<file path="config.mk">
export PLATFORM = sky130hd
export DESIGN_NAME = iiloop_ctrl
export DESIGN_NICKNAME = d
export VERILOG_FILES = /design/src/rtl/iiloop_pkg.sv /design/src/rtl/iiloop_datapath.sv /design/src/rtl/iiloop_control.sv /design/src/rtl/iiloop_ctrl.sv
export SDC_FILE = /design/constraint.sdc
export NUM_CORES = 1
export LEC_CHECK = 0
export BUFFER_PORTS_ARGS = -buffer_cell sky130_fd_sc_hd__buf_4
export CAP_MARGIN = 20
export CORE_UTILIZATION = 45
export CTS_CLUSTER_SIZE = 28
export DETAILED_ROUTE_END_ITERATION = 16
export GPL_TIMING_DRIVEN = 0
export PLACE_DENSITY_LB_ADDON = 0.3
export SETUP_SLACK_MARGIN = 0.02
export SLEW_MARGIN = 20
export SYNTH_ARGS = -nofsm -noshare
export SYNTH_HDL_FRONTEND = slang
export SYNTH_SLANG_ARGS = --single-unit
</file>
<file path="constraint.sdc">
create_clock -name clk -period 4 [get_ports clk]
set_input_delay 0.8 -clock clk [delete_from_list [all_inputs] [get_ports clk]]
set_output_delay 0.8 -clock clk [all_outputs]
set_load 0.05 [all_outputs]
</file>
<file path="src/rtl/iiloop_pkg.sv">
package iiloop_pkg;

  typedef struct packed {
    logic issue;
    logic issueLast;
    logic clear;
    logic load;
  } ctrl_strobe_t;

  typedef enum logic [2:0] {
    ST_IDLE,
    ST_RUN,
    ST_DRAIN,
    ST_EMPTY,
    ST_HOLD
  } ctrl_state_t;

endpackage

</file>
<file path="src/rtl/iiloop_datapath.sv">
module iiloop_datapath
  import iiloop_pkg::*;
#(
  parameter int II    = 3,
  parameter int LAT   = 4,
  parameter int CNT_W = 8
) (
  input  logic             clk,
  input  logic             rstN,
  input  ctrl_strobe_t     strobe,
  input  logic             freeze,
  input  logic [CNT_W-1:0] bound,
  output logic [CNT_W-1:0] idx,
  output logic             gapReady,
  output logic             atLast,
  output logic             boundZero,
  output logic             tailDone
);

  localparam int GAP_W = (II > 1) ? $clog2(II + 1) : 1;
  localparam logic [GAP_W-1:0] GAP_RELOAD = GAP_W'(II - 1);

  logic [CNT_W-1:0] boundQ;
  logic [CNT_W-1:0] effBound;
  logic [GAP_W-1:0] gapCnt;
  logic [LAT-1:0]   vldPipe, vldNext;
  logic [LAT-1:0]   lastPipe, lastNext;

  // iteration count: taken from the port in the start cycle, held after
  assign effBound  = strobe.load ? bound : boundQ;
  assign atLast    = (idx == effBound - CNT_W'(1));
  assign boundZero = (bound == '0);
  assign gapReady  = (gapCnt == '0);

  always_ff @(posedge clk) begin
    if (!rstN) begin
      boundQ <= '0;
    end else if (strobe.load) begin
      boundQ <= bound;
    end
  end

  // loop index
  always_ff @(posedge clk) begin
    if (!rstN || strobe.clear) begin
      idx <= '0;
    end else if (strobe.issue) begin
      idx <= idx + CNT_W'(1);
    end
  end

  // initiation-interval countdown, held while the body is frozen
  always_ff @(posedge clk) begin
    if (!rstN || strobe.clear) begin
      gapCnt <= '0;
    end else if (!freeze) begin
      if (strobe.issue) begin
        gapCnt <= GAP_RELOAD;
      end else if (gapCnt != '0) begin
        gapCnt <= gapCnt - GAP_W'(1);
      end
    end
  end

  // shadow of the body: one valid bit and one last-iteration bit per stage
  for (genvar g = 0; g < LAT; g++) begin : g_stage
    if (g == 0) begin : g_head
      assign vldNext[g]  = strobe.issue;
      assign lastNext[g] = strobe.issueLast;
    end else begin : g_body
      assign vldNext[g]  = vldPipe[g-1];
      assign lastNext[g] = lastPipe[g-1];
    end
  end

  always_ff @(posedge clk) begin
    if (!rstN) begin
      vldPipe  <= '0;
      lastPipe <= '0;
    end else if (!freeze) begin
      vldPipe  <= vldNext;
      lastPipe <= lastNext;
    end
  end

  assign tailDone = vldPipe[LAT-1] & lastPipe[LAT-1] & ~freeze;

endmodule

</file>
<file path="src/rtl/iiloop_control.sv">
module iiloop_control
  import iiloop_pkg::*;
(
  input  logic         clk,
  input  logic         rstN,
  input  logic         enable,
  input  logic         streamMode,
  input  logic         inValid,
  input  logic         outReady,
  input  logic         gapReady,
  input  logic         atLast,
  input  logic         boundZero,
  input  logic         tailDone,
  output ctrl_strobe_t strobe,
  output logic         freeze,
  output logic         done
);

  ctrl_state_t state, stateNext;
  logic        canIssue;

  assign freeze   = streamMode & ~outReady;
  assign canIssue = gapReady & ~freeze & (~streamMode | inValid);

  always_ff @(posedge clk) begin
    if (!rstN) begin
      state <= ST_IDLE;
    end else begin
      state <= stateNext;
    end
  end

  always_comb begin
    strobe    = '0;
    done      = 1'b0;
    stateNext = state;
    case (state)
      ST_IDLE: begin
        if (enable) begin
          strobe.load = 1'b1;
          if (boundZero) begin
            stateNext = ST_EMPTY;
          end else if (canIssue) begin
            strobe.issue     = 1'b1;
            strobe.issueLast = atLast;
            stateNext        = atLast ? ST_DRAIN : ST_RUN;
          end else begin
            stateNext = ST_RUN;
          end
        end
      end
      ST_RUN: begin
        if (canIssue) begin
          strobe.issue     = 1'b1;
          strobe.issueLast = atLast;
          if (atLast) begin
            stateNext = ST_DRAIN;
          end
        end
      end
      ST_DRAIN: begin
        if (tailDone) begin
          done      = 1'b1;
          stateNext = ST_HOLD;
        end
      end
      ST_EMPTY: begin
        done      = 1'b1;
        stateNext = ST_HOLD;
      end
      ST_HOLD: begin
        if (!enable) begin
          strobe.clear = 1'b1;
          stateNext    = ST_IDLE;
        end
      end
      default: stateNext = ST_IDLE;
    endcase
  end

endmodule

</file>
<file path="src/rtl/iiloop_ctrl.sv">
module iiloop_ctrl
  import iiloop_pkg::*;
#(
  parameter int II    = 3,
  parameter int LAT   = 4,
  parameter int CNT_W = 8
) (
  input  logic             clk,
  input  logic             rstN,
  input  logic             enable,
  input  logic             streamMode,
  input  logic [CNT_W-1:0] bound,
  input  logic             inValid,
  input  logic             outReady,
  output logic             dpEn,
  output logic [CNT_W-1:0] idx,
  output logic             done
);

  ctrl_strobe_t strobe;
  logic         freeze;
  logic         gapReady;
  logic         atLast;
  logic         boundZero;
  logic         tailDone;

  iiloop_control u_control (
    .clk        (clk),
    .rstN       (rstN),
    .enable     (enable),
    .streamMode (streamMode),
    .inValid    (inValid),
    .outReady   (outReady),
    .gapReady   (gapReady),
    .atLast     (atLast),
    .boundZero  (boundZero),
    .tailDone   (tailDone),
    .strobe     (strobe),
    .freeze     (freeze),
    .done       (done)
  );

  iiloop_datapath #(
    .II    (II),
    .LAT   (LAT),
    .CNT_W (CNT_W)
  ) u_datapath (
    .clk       (clk),
    .rstN      (rstN),
    .strobe    (strobe),
    .freeze    (freeze),
    .bound     (bound),
    .idx       (idx),
    .gapReady  (gapReady),
    .atLast    (atLast),
    .boundZero (boundZero),
    .tailDone  (tailDone)
  );

  assign dpEn = strobe.issue;

endmodule

</file>
## Word-level counts from Yosys, hierarchy flattened

Cells that the tools add are included.

| word-level totals | value |
|---|---|
| register bits | 29 |
| input port bits | 14 |
| output and inout bits | 10 |
| word-level logic and storage cells | 59 |

| cells by class | value |
|---|---|
| $add $sub $neg | 3 |
| equal/unequal tests | 10 |
| multiplexer cells | 22 |
| bitwise gates (word level) | 9 |
| reduce and logical (&&, ||, !) cells | 9 |

Operators by type and width:

| kind | number |
|---|---|
| 2-to-1 mux 3 bit | 7 |
| one-hot mux 3 bit (5 select lines) | 1 |
| 2-to-1 mux 2 bit | 6 |
| adder 8 x 1 -> 8 bit, second input constant | 1 |
| equality test 8 bit | 1 |
| logical NOT 8 bit | 1 |
| 2-to-1 mux 8 bit | 1 |
| subtractor 8 x 1 -> 8 bit, second input constant | 1 |
| equality test 3 x 2 -> 1 bit, second input constant | 2 |
| inequality test 2 bit, second input constant | 3 |
| bitwise AND 1 bit | 5 |
| 2-to-1 mux 1 bit | 5 |
| AND reduction 5 bit | 1 |
| inequality test 2 x 1 -> 1 bit, second input constant | 2 |
| one-hot mux 2 bit (2 select lines) | 1 |
| nonzero test 2 bit | 2 |
| equality test 3 x 1 -> 1 bit, second input constant | 1 |
| equality test 3 bit, second input constant | 1 |
| logical NOT 3 bit | 1 |
| NOT 1 bit | 3 |
| logical NOT 2 bit | 1 |
| one-hot mux 1 bit (2 select lines) | 1 |
| AND reduction 2 bit | 1 |
| subtractor 2 x 1 -> 2 bit, second input constant | 1 |
| 3 further kinds | 3 |

## Depth between registers and ports, before layout

Gate-level depths: netlist (run 1).

| depth | value |
|---|---|
| word-level depth | 11 |
| depth in mapped cells | 13 |
| mapped depth without buffers | 10 |

## Hierarchy

From an unflattened synthesis (run 1), not the netlist that was laid out.

| second synthesis, totals | value |
|---|---|
| cells, all modules | 170 |
| area, all modules | 1,626.6 µm² |

Modules (own cells, without submodules):

| module | instances | cells each | area an instance (µm²) | seq. area each (µm²) |
|---|---|---|---|---|
| iiloop_datapath | 1 | 137 | 1,360.1 | 520.5 |
| iiloop_control | 1 | 33 | 266.5 | 60.1 |

## Least setup slack after synthesis (run 1)

OpenSTA, ideal clock, no wires.

| path | value |
|---|---|
| kind | input to register |
| from | in enable |
| to | reg u_control.state[0] |
| library setup time | 0.116 ns |
| arrival | 3.217 ns |
| required time | 3.884 ns |
| slack | 0.667 ns |
| stages on the path | 12 |
| buffers on the path | 2 |
| path through | or4b_1 -> clkbuf_2 -> clkbuf_1 -> mux2i_1 -> ha_1 -> nor3b_1 -> xor2_1 -> mux2i_1 -> xnor2_1 -> nor4_2 -> nand3_1 -> o211a_1 |

| between the ends | value |
|---|---|
| cells in the longest elaborated chain, start to end | 10 |
| elaborated cells on any way between the ends | 14 |
| classes of those cells | add/sub: 1; eq/ne: 4; mux: 8; reduce/logical: 1 |

Ends and longest elaborated chain:

| what | RTL line | text |
|---|---|---|
| start, declared | iiloop_ctrl.sv:10 | `input logic enable,` |
| 2-to-1 mux 1 bit | iiloop_control.sv:39 | `if (enable) begin` |
| 2-to-1 mux 1 bit | iiloop_control.sv:37 | `case (state)` |
| 2-to-1 mux 8 bit | -- |  |
| subtractor 8 x 1 -> 8 bit | iiloop_datapath.sv:31 | `assign atLast = (idx == effBound - CNT_W'(1));` |
| equality test 8 bit | iiloop_datapath.sv:31 |  |
| 2-to-1 mux 2 bit | iiloop_control.sv:46 | `stateNext = atLast ? ST_DRAIN : ST_RUN;` |
| 2-to-1 mux 3 bit | iiloop_control.sv:43 | `end else if (canIssue) begin` |
| 2-to-1 mux 3 bit | iiloop_control.sv:41 | `if (boundZero) begin` |
| 2-to-1 mux 3 bit | iiloop_control.sv:39 |  |
| one-hot mux 3 bit (5 select lines) | iiloop_control.sv:37 |  |
| end signal, assigned | iiloop_control.sv:29 | `state <= stateNext;` |
| end, declared | iiloop_control.sv:19 | `ctrl_state_t state, stateNext;` |

Several ways; a longest one is shown, not always the timed one. The select of a mux whose other input is x is not followed.
A chain may end at the register's enable or synchronous reset.

## Final worst setup path (run 1)

Same ends and word-level chain as after synthesis.

==> impl_metrics.yaml, run 1 <==
power:
  vdd_drop_max_uv: 306
  total_power_mw: 0.833
  leakage_nw: 0.816
  power_density_nw_per_um2: 411
placed_design:
  io_buffers: 23
  placed_area_um2: 1930
  place_congestion: 0.813
  dp_hpwl_um: 2740
setup_path:
  crit_arrival_ns: 3.77
  crit_path_end_kind: "register"
  cp-start-kind: "input port"
  timing.rr.end: "u_control.state[0]"
  ff2ff_setup_slack_ns: 0.53
  required_ns: 4.17
  crit_path_end: "u_control.state[0]"
  reg2reg_depth: 13
  cp-startpoint: "enable"
  critical_path.max_fanout: 10
  critical_path_class: "in -> reg"
  rr_startpoint: "u_control.state[2]"
timing:
  rsz0062_at_grt: "false"
  fmax_ghz: 0.278
  hold_viol_final: 0
  fin_crit_sh_pct: 89.8
  worst_slew_pin_slew_ns: 0.541
  maxSlewViolCount: 0
  relSlewSlack_pct: 63.6
  fin_crit_ns: 3.59
  setup_tns_ns: 0
  setup_viol: 0
  fin_skew_ns: 0.00577
cts:
  clkTransAtPathRegs_ns: 0.06
  cts_tree: "built"
  cts-root-buf: "clkbuf_8"
  hold_buffers: 0
  cts_buffers: 5
  clk_latency_ns: 0.28
  htreeDepth: 2
  cts_sinks: 29
  clockBufferDepth: 2
flow_run:
  cap_violations: 0
global_routing:
  grt_pass1_wl_um: 6340
  grt_overflow: 0
  grt_max_degree: 11
  antenna_found_initial: 0
  grt_pass1_vias: 1387
  grt.total_usage_pct: 20.5
routing:
  route.vias.total: 1518
  drc: 0
  drtIter0Drc: 97
  wl_per_cell_um: 13.1
  wirelength_um: 3670
  ant_nets: 0
  vias_per_cell: 5.40
  dr.pass1.iters: 4
min_path:
  min_path_type: "reg -> reg"
  min_from: "u_datapath.vldPipe[1]"
logic_synthesis:
  synth_edf_count: 0
  synth-seq-area-share_pct: 34.4
  yosys.area.top_type: "dfxtp_1"
  synthDistinctLibCells: 46
  synthCells: 204
  synthTopCellsByArea: "dfxtp_1 34%, nand2_1 8.0%, xor2_1 6.2%"
  synth_seq_cells: 29
  syn-num-nets: 221
  syn_avg_cell_area_um2: 8.27
  yosys_most_used_dff: "dfxtp_1"
  async_flop_share_pct: 0
  ys_warn_count: 0
  synth_top_area_share_pct: 34.4
  netlist_area_um2: 1690
floorplan:
  pin_count: 24
  die_y_um: 63.2
  die_area_um2: 4000
  fp-row-count: 21
  core_um2: 3470
  die_w_um: 63.2
  initial_core_util_pct: 48.7
finish:
  nets: 252
  drive_gt1_share_pct: 17.4
  diodes: 0
  finalInstanceArea_um2: 2030
  n_fill_cell: 332
  area_growth_pct: 20.0
status:
  status: "finished clean"
[Yosys cell counts, types with 2 or more instances]
| cell type | number |
|---|---|
| o32ai_1 | 2 |
| or4_1 | 2 |
| nand4b_1 | 2 |
| xor2_1 | 12 |
| nor3b_1 | 4 |
| xnor2_1 | 9 |
| ha_1 | 3 |
| nor4_1 | 3 |
| nand4_1 | 4 |
| nor2_1 | 12 |
| or3_1 | 4 |
| nor2b_1 | 7 |
| mux2i_1 | 5 |
| nand3_1 | 7 |
| buf_6 | 2 |
| dfxtp_1 | 29 |
| a21oi_1 | 5 |
| nor3_1 | 4 |
| o21ai_0 | 4 |
| inv_1 | 3 |
| nand2_1 | 36 |
| a21boi_0 | 12 |
| and3_1 | 3 |
| clkbuf_1 | 7 |
| buf_2 | 2 |
[power by group]
group          switching [mW]  internal [mW]
clock                   0.102          0.136
combinational           0.152          0.105
sequential             0.0227          0.315
[routing by layer]
| layer | vias up | global-route usage, % | wire (µm) |
|---|---|---|---|
| li1 | 781 | - | - |
| met1 | 706 | 26.8 | 1850 |
| met2 | 25 | 31.3 | 1590 |
| met3 | 6 | 7.07 | 171 |
| met4 | 0 | 6.82 | 48 |
| met5 | - | 0 | 0 |
[what timing repair did]
item / in CTS / in global routing
resized for setup: 0 / 1
setup buffers: 0 / 0
endpoints found under the setup margin: 0 / 1
[placed cells by master (no fill, tap or decap), drive strengths merged, types with 2 or more instances in the layout]
cell type  Yosys  final
nor2          12     12
and3           3      3
or4            2      2
xor2          12     12
xnor2          9      9
nand2         36     36
or3            4      4
o41ai          2      2
clkbuf         8     15
a21oi          5      5
mux2i          5      5
nand4          4      4
nor4           4      4
nand4b         2      2
buf            4     28
a21boi        12     12
ha             3      3
o32ai          2      2
inv            4      4
nor3b          4      4
nor2b          7      7
dfxtp         29     29
nor3           4      4
o21ai          4      4
nand3          7      7
[layout make-up]
type / count / area (µm²) / share of cell area [%]
clock buffers: 7 / 86.3 / 4.26
repair buffers: 24 / 178 / 8.77
well taps: 46 / 57.6 / 2.84
multi-input cells: 159 / 1040 / 51.6
inverters: 4 / 15.0 / 0.741
plain buffers: 12 / 63.8 / 3.15
flip-flops and latches: 29 / 581 / 28.7
[critical path, stage by stage]
cell and delay (ns):
buf_4 0.12, or4b_1 0.45, clkbuf_2 0.16, clkbuf_1 0.25, mux2i_1 0.25, ha_1 0.30
nor3b_1 0.26, xor2_1 0.19, mux2i_1 0.11, xnor2_1 0.16, nor4_2 0.28, nand3_1 0.17
o211a_1 0.26
[through the flow]
step                      worst slack [ns]  utilization [%]  std cells  hold WS [ns]
final                                0.407             58.4        281         0.461
after global routing                 0.130             58.4        281         0.488
after CTS                            0.300             58.2        281         0.466
after detailed placement            0.0341             55.7        274         0.454
after global placement              0.0342             55.3        273         0.446
after floorplan                      0.667                -        204         0.434
[kinds of logic after synthesis]
group           share of synthesized area, %
compound gates                          15.9
simple gates                            29.0
xor+xnor                                10.9
fa+ha+maj                               2.22
mux                                     2.97
buf+inv                                 4.67
flops                                   34.4
[registers in the layout, summed over array words and instances (netlist names)]
name / flops
u_datapath.boundQ: 8
u_datapath.idx: 8
u_datapath.lastPipe: 4
u_datapath.vldPipe: 4
u_control.state: 3
u_datapath.gapCnt: 2
[worst min-delay path by stage]
| stage | slack (ns) | cells after the start | to |
|---|---|---|---|
| final | 0.46 | 2 | u_datapath.vldPipe[1] |
| after global routing | 0.49 | 2 | u_datapath.vldPipe[2] |
| after CTS | 0.47 | 2 | u_datapath.vldPipe[1] |
| after detailed placement | 0.45 | 2 | u_datapath.lastPipe[0] |
| after global placement | 0.45 | 2 | u_datapath.lastPipe[0] |
| after floorplan | 0.43 | 2 | u_datapath.lastPipe[0] |
(Power assumes the default switching activity.)
==> inputs of run 2 (changes only) <==
--- a/config.mk
+++ b/config.mk
@@ -11,7 +11,7 @@
 export CTS_CLUSTER_SIZE = 28
 export DETAILED_ROUTE_END_ITERATION = 16
 export GPL_TIMING_DRIVEN = 0
-export PLACE_DENSITY_LB_ADDON = 0.3
+export PLACE_DENSITY = 0.65
 export SETUP_SLACK_MARGIN = 0.02
 export SLEW_MARGIN = 20
 export SYNTH_ARGS = -nofsm -noshare
==> run 2 against run 1 <==
Non-clock buffer count is the same. Clock power increased by 6%. Die area unchanged. Power grew 2.0%. Flip-flop and latch count is the same. Clock-buffer cell count fell by 1. Register-to-register slack about the same. Global-route usage rose by 0.97 points. Via count up 2.2%. Largest cell class unchanged. Largest power group unchanged.
==> impl_metrics.yaml, run 2 (synthesized netlist as in run 1, its figures left out) <==
power:
  swShare_pct: 34.2
  power_density_nw_per_um2: 417
  combPwrFrac_pct: 30.5
  leakage_nw: 0.823
  net-switching-power_mw: 0.291
  vdd_drop_max_uv: 317
  p_clk_share_pct: 29.8
  p_seq_share_pct: 39.7
  p_int_mw: 0.559
  total_power_mw: 0.849
flow_run:
  cap_violations: 0
placed_design:
  place_congestion: 0.847
  dp_hpwl_um: 2870
  io_buffers: 23
  place_ws_ns: -0.0129
routing:
  dr.pass1.iters: 4
  wl_per_cell_um: 13.6
  wirelength_um: 3830
  drc: 0
  route.vias.total: 1552
  ant_nets: 0
  vias_per_cell: 5.50
  drtIter0Drc: 82
finish:
  diodes: 0
  nets: 252
  drive_gt1_share_pct: 18.2
  area_growth_pct: 20.6
  final_cell_mix: "36 x nand2_1, 29 x dfxtp_1, 23 x buf_4"
  top_regs: "u_datapath.boundQ: 8 flops, u_datapath.idx: 8 flops"
  layout_commonest_cell: "nand2_1"
cts:
  cts_sinks: 29
  cts-root-buf: "clkbuf_8"
  htreeDepth: 2
  clockBufferDepth: 2
  cts_tree: "built"
  clk_latency_ns: 0.28
  clkTransAtPathRegs_ns: 0.07
  postCtsSetupBuffers: 0
  cts_buffers: 5
  hold_buffers: 0
floorplan:
  pin_count: 24
  fp-row-count: 21
  die_w_um: 63.2
  die_area_um2: 4000
  core_um2: 3470
  die_y_um: 63.2
  initial_core_util_pct: 48.7
timing:
  rsz0062_at_grt: "false"
  setup_viol: 0
  hold_viol_final: 0
  maxSlewViolCount: 0
  worst_slew_pin_slew_ns: 0.493
  fin_crit_ns: 3.59
  setup_tns_ns: 0
  fin_skew_ns: 0.00746
  relSlewSlack_pct: 67.0
  setup_slack_ns: 0.409
  fin_crit_sh_pct: 89.8
  fin_hold_ws_ns: 0.464
  fmax_ghz: 0.278
min_path:
  holdPathStages: 2
  holdPathEnd: "u_datapath.lastPipe[2]"
  min_path_type: "reg -> reg"
  min_from: "u_datapath.lastPipe[2]"
setup_path:
  timing.rr.end: "u_control.state[0]"
  critical_path_class: "in -> reg"
  critical_path.max_fanout: 10
  crit_top_cell: "mux2i_1"
  crit_family: "simple AND/OR/NAND/NOR gates"
  cp-start-kind: "input port"
  crit_arrival_ns: 3.77
  rr_startpoint: "u_control.state[2]"
  cp_cell_sequence: "buf_4, or4b_1, clkbuf_2, clkbuf_1, mux2i_1, ha_1, nor3b_1, xor2_1, mux2i_1, xnor2_1, nor4_2, nand3_1, o211a_1"
  cpMaxStageDelayCell: "or4b_1"
  ff2ff_setup_slack_ns: 0.53
  cp_num_buf_inv: 3
  reg2reg_depth: 13
  crit_path_end_kind: "register"
  max_stage_delay_ns: 0.42
  required_ns: 4.18
global_routing:
  grt_pass1_wl_um: 6660
  grt.total_usage_pct: 21.5
  grt_overflow: 0
  antenna_found_initial: 0
  grt_pass1_vias: 1477
  grt_max_degree: 11
status:
  status: "finished clean"
run 2: cell count changes in the layout (fill, tap and decap cells not counted), sizes merged:
cell and change:
clkinv +2, clkbuf -1
run 2: worst register-to-register path: cells and delay by family (launching register included):
kind / cells / cell delay [ns]
AOI/OAI and AO/OA: 1 / 0.25
xor gates and xnor gates: 2 / 0.34
adders and majority gates: 1 / 0.31
buffers and inverters: 3 / 0.54
DFF: 1 / 0.31
muxes: 2 / 0.38
and+or+nand+nor: 4 / 1.22
run 2: metrics by stage:
stage                     std cells  instance area (µm²)  utilization [%]
after detailed placement        274                 1930             55.7
final                           282                 2040             58.7
after floorplan                 204                 1690                -
after global placement          273                 1920             55.3
after CTS                       282                 2030             58.4
after global routing            282                 2040             58.7
run 2: final cells by class:
cell class              instances  area [µm²]
multi-input cells             159        1040
plain buffers                  12        63.8
fillers                       334        1430
clock inverters                 2        13.8
well taps                      46        57.6
repair buffers                 24         178
flip-flops and latches         29         581
clock buffers                   6        82.6
inverters                       4        15.0
run 2: per-layer routing:
| metal | vias to the layer above | GRT usage [%] | wire (µm) |
|---|---|---|---|
| met4 | 0 | 7.95 | 48 |
| met2 | 37 | 34.7 | 1740 |
| li1 | 777 | - | - |
| met1 | 732 | 27.6 | 1870 |
| met3 | 6 | 5.07 | 175 |
| met5 | - | 0 | 0 |
run 2: how the worst max path moves through the flow:
| stage | startpoint | end | slack (ns) | cells past startpoint |
|---|---|---|---|---|
| after floorplan | enable | u_control.state[0] | 0.67 | 12 |
| after global placement | enable | u_control.state[0] | -0.03 | 12 |
| after detailed placement | enable | u_control.state[0] | -0.01 | 12 |
| after CTS | enable | u_control.state[0] | 0.28 | 12 |
| after global routing | enable | u_control.state[0] | 0.15 | 13 |
| final | enable | u_control.state[0] | 0.41 | 13 |
run 2: power by group through the flow:
| stage | clock, mW | sequential, mW | combinational, mW |
|---|---|---|---|
| after CTS | 0.261 | 0.337 | 0.259 |
| after floorplan | 0 | 0.358 | 0.171 |
| after global placement | 0 | 0.342 | 0.248 |
| final | 0.253 | 0.337 | 0.259 |
| after detailed placement | 0 | 0.343 | 0.258 |
| after global routing | 0.275 | 0.341 | 0.290 |
run 2: what timing repair did:
action                                  4_1_cts  5_1_grt
endpoints found under the hold margin         0        0
resized for setup                             0        1
endpoints found under the setup margin        0        1
